--- config.mk ---
export PLATFORM = sky130hd
export DESIGN_NAME = snd_serial_port
export DESIGN_NICKNAME = d
export VERILOG_FILES = /design/src/rtl/snd_port_pkg.sv /design/src/rtl/spp_slot_track.sv /design/src/rtl/spp_rx.sv /design/src/rtl/spp_tx.sv /design/src/rtl/snd_serial_port.sv
export SDC_FILE = /design/constraint.sdc
export NUM_CORES = 1
export LEC_CHECK = 0
export BUFFER_PORTS_ARGS = -buffer_cell sky130_fd_sc_hd__buf_2
export CAP_MARGIN = 10
export CORE_ASPECT_RATIO = 1.75
export CORE_UTILIZATION = 60
export DETAILED_ROUTE_END_ITERATION = 7
export HOLD_SLACK_MARGIN = 0.12
export PLACE_DENSITY = 0.93
export SLEW_MARGIN = 20
export SYNTH_ARGS = -nofsm -noshare
export SYNTH_HDL_FRONTEND = slang
export SYNTH_SLANG_ARGS = --single-unit
--- constraint.sdc ---
create_clock -name bclk -period 5.95 [get_ports bclk]
set_input_delay 0.595 -clock bclk [delete_from_list [all_inputs] [get_ports bclk]]
set_output_delay 0.595 -clock bclk [all_outputs]
set_load 0.005 [all_outputs]
--- src/rtl/snd_port_pkg.sv ---
package snd_port_pkg;

  localparam int SHORT_SLOT   = 24;
  localparam int LONG_SLOT    = 32;
  localparam int DEF_SAMPLE_W = 16;
  localparam int POS_W        = $clog2(LONG_SLOT);

  typedef enum logic [1:0] {
    FMT_R16 = 2'b00,
    FMT_R18 = 2'b01,
    FMT_R20 = 2'b10,
    FMT_D64 = 2'b11
  } fmt_e;

  // First slot position that carries the kept sample bits.
  function automatic logic [POS_W-1:0] win_first(fmt_e f, int sample_w);
    int d;
    case (f)
      FMT_R16: d = SHORT_SLOT - sample_w;
      FMT_R18: d = SHORT_SLOT - (sample_w + 2);
      FMT_R20: d = SHORT_SLOT - (sample_w + 4);
      default: d = 1;
    endcase
    return POS_W'(d);
  endfunction

endpackage

--- src/rtl/spp_slot_track.sv ---
module spp_slot_track #(
  parameter int POS_W = snd_port_pkg::POS_W
) (
  input  logic             clk,
  input  logic             rst_n,
  input  logic             sync_in,
  output logic             new_slot,
  output logic [POS_W-1:0] pos_now,
  output logic             chan_now,
  output logic [POS_W-1:0] pos_q,
  output logic             chan_q
);
  localparam logic [POS_W-1:0] POS_MAX = '1;

  always_comb begin
    new_slot = (sync_in != chan_q);
    chan_now = sync_in;
    if (new_slot)             pos_now = '0;
    else if (pos_q == POS_MAX) pos_now = POS_MAX;
    else                      pos_now = pos_q + 1'b1;
  end

  always_ff @(posedge clk or negedge rst_n) begin
    if (!rst_n) begin
      pos_q  <= POS_MAX;
      chan_q <= 1'b0;
    end else begin
      pos_q  <= pos_now;
      chan_q <= chan_now;
    end
  end


  slot_start_chk: assert property (@(posedge clk) disable iff (!rst_n)
    !$stable(chan_q) |-> pos_q == '0);

endmodule

--- src/rtl/spp_rx.sv ---
module spp_rx #(
  parameter int SAMPLE_W = snd_port_pkg::DEF_SAMPLE_W,
  parameter int POS_W    = snd_port_pkg::POS_W
) (
  input  logic                clk,
  input  logic                rst_n,
  input  logic                sdi,
  input  logic [POS_W-1:0]    pos_now,
  input  logic                chan_now,
  input  logic [POS_W-1:0]    win_lo,
  input  logic [POS_W-1:0]    win_hi,
  output logic [SAMPLE_W-1:0] rx_left,
  output logic [SAMPLE_W-1:0] rx_right,
  output logic                rx_valid
);
  logic [SAMPLE_W-1:0] shift_q, shift_d, hold_q, hold_d, left_d, right_d, captured;
  logic                lok_q, lok_d, valid_d, in_win, at_end;

  always_comb begin
    in_win   = (pos_now >= win_lo) && (pos_now <= win_hi);
    at_end   = in_win && (pos_now == win_hi);
    captured = {shift_q[SAMPLE_W-2:0], sdi};
    shift_d  = in_win ? captured : shift_q;
    hold_d   = hold_q;
    lok_d    = lok_q;
    left_d   = rx_left;
    right_d  = rx_right;
    valid_d  = 1'b0;
    if (at_end && chan_now) begin
      hold_d = captured;
      lok_d  = 1'b1;
    end else if (at_end && !chan_now && lok_q) begin
      left_d  = hold_q;
      right_d = captured;
      valid_d = 1'b1;
      lok_d   = 1'b0;
    end
  end

  always_ff @(posedge clk or negedge rst_n) begin
    if (!rst_n) begin
      shift_q  <= '0;
      hold_q   <= '0;
      lok_q    <= 1'b0;
      rx_left  <= '0;
      rx_right <= '0;
      rx_valid <= 1'b0;
    end else begin
      shift_q  <= shift_d;
      hold_q   <= hold_d;
      lok_q    <= lok_d;
      rx_left  <= left_d;
      rx_right <= right_d;
      rx_valid <= valid_d;
    end
  end


  single_pulse_chk: assert property (@(posedge clk) disable iff (!rst_n)
    rx_valid |=> !rx_valid);


  left_first_chk: assert property (@(posedge clk) disable iff (!rst_n)
    rx_valid |-> !lok_q);

endmodule

--- src/rtl/spp_tx.sv ---
module spp_tx #(
  parameter int SAMPLE_W = snd_port_pkg::DEF_SAMPLE_W,
  parameter int POS_W    = snd_port_pkg::POS_W
) (
  input  logic                clk,
  input  logic                rst_n,
  input  logic                new_slot,
  input  logic                chan_now,
  input  logic [SAMPLE_W-1:0] tx_left,
  input  logic [SAMPLE_W-1:0] tx_right,
  input  logic [POS_W-1:0]    pos_q,
  input  logic [POS_W-1:0]    win_lo,
  input  logic [POS_W-1:0]    win_hi,
  output logic                sdo
);
  localparam int               IDX_W   = $clog2(SAMPLE_W);
  localparam logic [POS_W-1:0] POS_MAX = '1;

  logic [SAMPLE_W-1:0] word_q, word_d;
  logic [POS_W-1:0]    pos_next, diff;
  logic                sdo_d;

  always_comb begin
    word_d = word_q;
    if (new_slot) word_d = chan_now ? tx_left : tx_right;
  end

  always_comb begin
    pos_next = (pos_q == POS_MAX) ? POS_MAX : pos_q + 1'b1;
    diff     = win_hi - pos_next;
    sdo_d    = 1'b0;
    if (pos_next >= win_lo && pos_next <= win_hi)
      sdo_d = word_q[diff[IDX_W-1:0]];
  end

  always_ff @(posedge clk or negedge rst_n) begin
    if (!rst_n) word_q <= '0;
    else        word_q <= word_d;
  end

  always_ff @(negedge clk or negedge rst_n) begin
    if (!rst_n) sdo <= 1'b0;
    else        sdo <= sdo_d;
  end


  pad_zero_chk: assert property (@(negedge clk) disable iff (!rst_n)
    (pos_q < win_lo || pos_q > win_hi) |-> !sdo);

endmodule

--- src/rtl/snd_serial_port.sv ---
module snd_serial_port #(
  parameter int SAMPLE_W = snd_port_pkg::DEF_SAMPLE_W,
  parameter int POS_W    = snd_port_pkg::POS_W
) (
  input  logic                bclk,
  input  logic                rst_n,
  input  logic [1:0]          fmt_sel,
  input  logic                sync_in,
  input  logic                sdi,
  input  logic [SAMPLE_W-1:0] tx_left,
  input  logic [SAMPLE_W-1:0] tx_right,
  output logic                sdo,
  output logic [SAMPLE_W-1:0] rx_left,
  output logic [SAMPLE_W-1:0] rx_right,
  output logic                rx_valid
);
  import snd_port_pkg::*;

  logic [1:0]       rst_ff;
  logic             rst_sync_n, new_slot, chan_now, chan_q;
  logic [POS_W-1:0] pos_now, pos_q, win_lo, win_hi;

  always_ff @(posedge bclk or negedge rst_n) begin
    if (!rst_n) rst_ff <= 2'b00;
    else        rst_ff <= {rst_ff[0], 1'b1};
  end
  assign rst_sync_n = rst_ff[1];

  assign win_lo = win_first(fmt_e'(fmt_sel), SAMPLE_W);
  assign win_hi = win_lo + POS_W'(SAMPLE_W - 1);

  spp_slot_track #(.POS_W(POS_W)) i_track (
    .clk(bclk), .rst_n(rst_sync_n), .sync_in(sync_in), .new_slot(new_slot),
    .pos_now(pos_now), .chan_now(chan_now), .pos_q(pos_q), .chan_q(chan_q));

  spp_rx #(.SAMPLE_W(SAMPLE_W), .POS_W(POS_W)) i_rx (
    .clk(bclk), .rst_n(rst_sync_n), .sdi(sdi), .pos_now(pos_now),
    .chan_now(chan_now), .win_lo(win_lo), .win_hi(win_hi),
    .rx_left(rx_left), .rx_right(rx_right), .rx_valid(rx_valid));

  spp_tx #(.SAMPLE_W(SAMPLE_W), .POS_W(POS_W)) i_tx (
    .clk(bclk), .rst_n(rst_sync_n), .new_slot(new_slot), .chan_now(chan_now),
    .tx_left(tx_left), .tx_right(tx_right), .pos_q(pos_q),
    .win_lo(win_lo), .win_hi(win_hi), .sdo(sdo));


  valid_in_right_chk: assert property (@(posedge bclk) disable iff (!rst_sync_n)
    rx_valid |-> !chan_q);

endmodule

==> key figures <==
CTS
  • Max Root-Sink Buffers: 2
  • H-tree depth: 3
  • Root Driver: clkbuf_16
  • Clock sink total: 90
  • Clock transition at the registers of the reported paths: about 0.060 ns
  • CTS tree: yes
  • CTS buffer count: 9
  • Post-CTS setup buffer count: 0
  • Worst-Skew Late Latency: ~0.34 ns

Floorplan
  • Io pins: 72
  • Starting Density: 61.84%
  • Die Ht: about 120 um
  • Rows: between 40 and 50
  • Core ar.: 7233 um^2
  • Die X-Extent: slightly below 70 um
  • Die ar.: slightly below 8000 um^2

Drt
  • DRC Markers: 0
  • Routed len/inst: about 18 um
  • WL final: roughly 9000 um
  • DR vias: about 2,900
  • Antenna-violating nets left: 0
  • Initial DRC count: 141
  • Vias per cell: about 5.8
  • DR pass1 iterations: 4

Global route
  • Tot GR Track Use: between 20 and 30%
  • Largest net degree at the start of global routing: 83
  • GR Overflow Total: 0
  • Initial antenna violation count: 0
  • Vias in the first global route: around 3,000
  • First-pass GRT wire length: 14,500 um

Worst setup path
  • Worst R2R Start: i_track.pos_q[0]$_DFF_PN1_
  • WP data arrival: between 3 and 4 ns
  • Critical Path Source Type: flop
  • WP data required: 3.15 ns
  • Critical Path End Type: flop
  • CP Class: flop to flop
  • Crit path from: i_track.pos_q[0]$_DFF_PN1_
  • CP Max Fanout: 4

STA
  • Final slew viol count: 0
  • Unrepaired setup endpoints after global routing: false
  • Worst slew margin relative to its limit: 27.21%
  • Fin Clk Skew: between 0.004 and 0.005 ns
  • Worst Tran Pin Value: between 1 and 1.5 ns
  • Final Setup Violations: 0
  • Hold Vio Cnt, Final: 0

Cells and area
  • Layout Cells excl Fill: slightly below 500
  • Most common cell after layout, fill and taps aside: dfrtp_1
  • Most frequent cells in the layout: dfrtp_1 (82), buf_2 (71), mux2_2 (34)
  • Antenna cell count: 0
  • Area Growth Syn to Fin: 15.94%
  • Share of cells above drive strength 1: between 40% and 50%
  • Nets: approximately 470
  • Post-route design area: 5186 um^2

Synth
  • Main flop type after synthesis: dfrtp_1
  • Sequential share of the synthesized area: 50.49%
  • Post-synth EDFFs: 0
  • Asr flop ratio synth: between 90% and 100%
  • Flops & latches, synth: 90
  • Post-synthesis cell count: approximately 330
  • Yosys warns: 0
  • Synth Area per Inst: ~13 um^2
  • Post-Syn Area: about 4500 um^2
  • Unique masters post-synth: 44

Power
  • Cell area power density: around 340 nW/um^2
  • Leakage power: ~2.6 nW
  • VDD IR max: ~280 uV

Place
  • Final HPWL DP: 6185 um
  • GP Congestion: between 0.8 and 0.9
  • Area after DPL: between 4000 and 5000 um^2
  • I/O Buffers: approximately 70
  • Placed cell count: about 480

Outcome
  • Status: finished, final reports clean

Flow run
  • Max Cap Violations: 0

Worst hold path
  • Min-delay worst type: flop to async pin
-- Yosys cell counts, types with 5 or more instances --
master	number	share of area, %
mux2_2	34	8.6
a211oi_1	19	3.2
mux2i_1	17	3.8
ha_1	23	6.4
nor2b_1	20	2.8
clkbuf_1	7	0.59
a21oi_1	20	2.2
mux2_4	29	9.7
nor2_1	8	0.67
dfrtp_1	84	47
inv_1	15	1.3
dfstp_2	5	2.9
-- worst paths after layout --
kind	end	slack (ns)	depth (start not counted)
setup / recovery	i_tx.sdo$_DFF_NN0_	0.12	11
hold reg to reg	i_tx.word_q[5]$_DFFE_PN0P_	0.13	0
hold / removal	i_tx.word_q[5]$_DFFE_PN0P_	0.13	0
setup reg to reg	i_tx.sdo$_DFF_NN0_	0.12	11
min in group bclk	rst_ff[1]$_DFF_PN0_	0.35	0
max in group asynchronous	i_tx.sdo$_DFF_NN0_	2.78	0
-- where the power goes --
part / switching [mW] / total, mW / internal, mW
logic: 0.151 / 0.353 / 0.201
registers: 0.0979 / 0.823 / 0.725
clock network: 0.230 / 0.565 / 0.335
total: 0.479 / 1.74 / 1.26
-- final cells by class --
type                            count  area [um^2]
Timing Repair Buffer               75        391.6
Fill cell                         462         2047
Sequential cell                    90         2263
Clock buffer                       11        242.7
Inverter                           15        56.30
Clock inverter                      4        51.30
Tap cell                           86        107.6
Multi-Input combinational cell    214         2073
-- stage by stage --
stage / setup TNS (ns) / utilization, % / worst slack (ns) / hold slack (ns) / power (mW)
2_1_floorplan: 0 / - / 0.2137 / 0.2994 / 1.071
3_3_place_gp: 0 / 67.36 / 0.1518 / 0.1222 / 1.151
3_5_place_dp: -0.07117 / 67.36 / -0.07117 / 0.1248 / 1.181
4_1_cts: 0 / 71.58 / 0.02291 / 0.1322 / 1.755
5_1_grt: 0 / 71.70 / 0.01111 / 0.1431 / 1.829
6_report: 0 / 71.70 / 0.1192 / 0.1318 / 1.741
-- routing by layer --
metal	vias to the layer above	part of all wire, %	global-route usage, %
li1	1341	-	-
met1	1428	37	28.17
met2	68	57	45.20
met3	25	3.3	5.566
met4	0	3.0	13.76
met5	-	0	0
-- repair_timing --
action,4_1_cts,5_1_grt
gates resized for setup,1,2
hold buffers,1,0
hold endpoints to repair,2,0
setup endpoints to repair,1,1
pin swaps,0,1
-- registers in the layout, indices dropped and copies added, names as in the netlist --
signal	cells
i_rx.shift_q	15
i_tx.sdo	1
i_rx.rx_left	16
i_track.pos_q	5
i_tx.word_q	16
i_rx.lok_q	1
i_rx.rx_valid	1
rst_ff	2
i_track.chan_q	1
i_rx.hold_q	16
i_rx.rx_right	16
-- worst max-delay path, stage by stage, from the launching register on --
cell,delay [ns]
dfstp_2,0.56
ha_1,0.18
and2_1,0.15
nand3_1,0.10
nand2_1,0.13
ha_2,0.22
inv_1,0.06
fa_2,0.58
mux4_2,0.30
o21a_1,0.12
a211oi_1,0.21
a2111oi_1,0.10
-- cell families (layout without fill, tap and decap cells) --
| kind of cell | after synthesis | count (layout) | share of synthesized area (%) |
|---|---|---|---|
| AOI/OAI and AO/OA | 56 | 56 | 8.392 |
| xor gates and xnor gates | 3 | 3 | 0.7554 |
| adders and majority gates | 25 | 25 | 7.133 |
| buffers and inverters | 31 | 105 | 3.413 |
| DFF | 90 | 90 | 50.49 |
| muxes | 84 | 84 | 24.11 |
| other | 2 | 3 | 0.1679 |
| and+or+nand+nor | 43 | 43 | 5.539 |
Power figures use the tool's default switching activity.
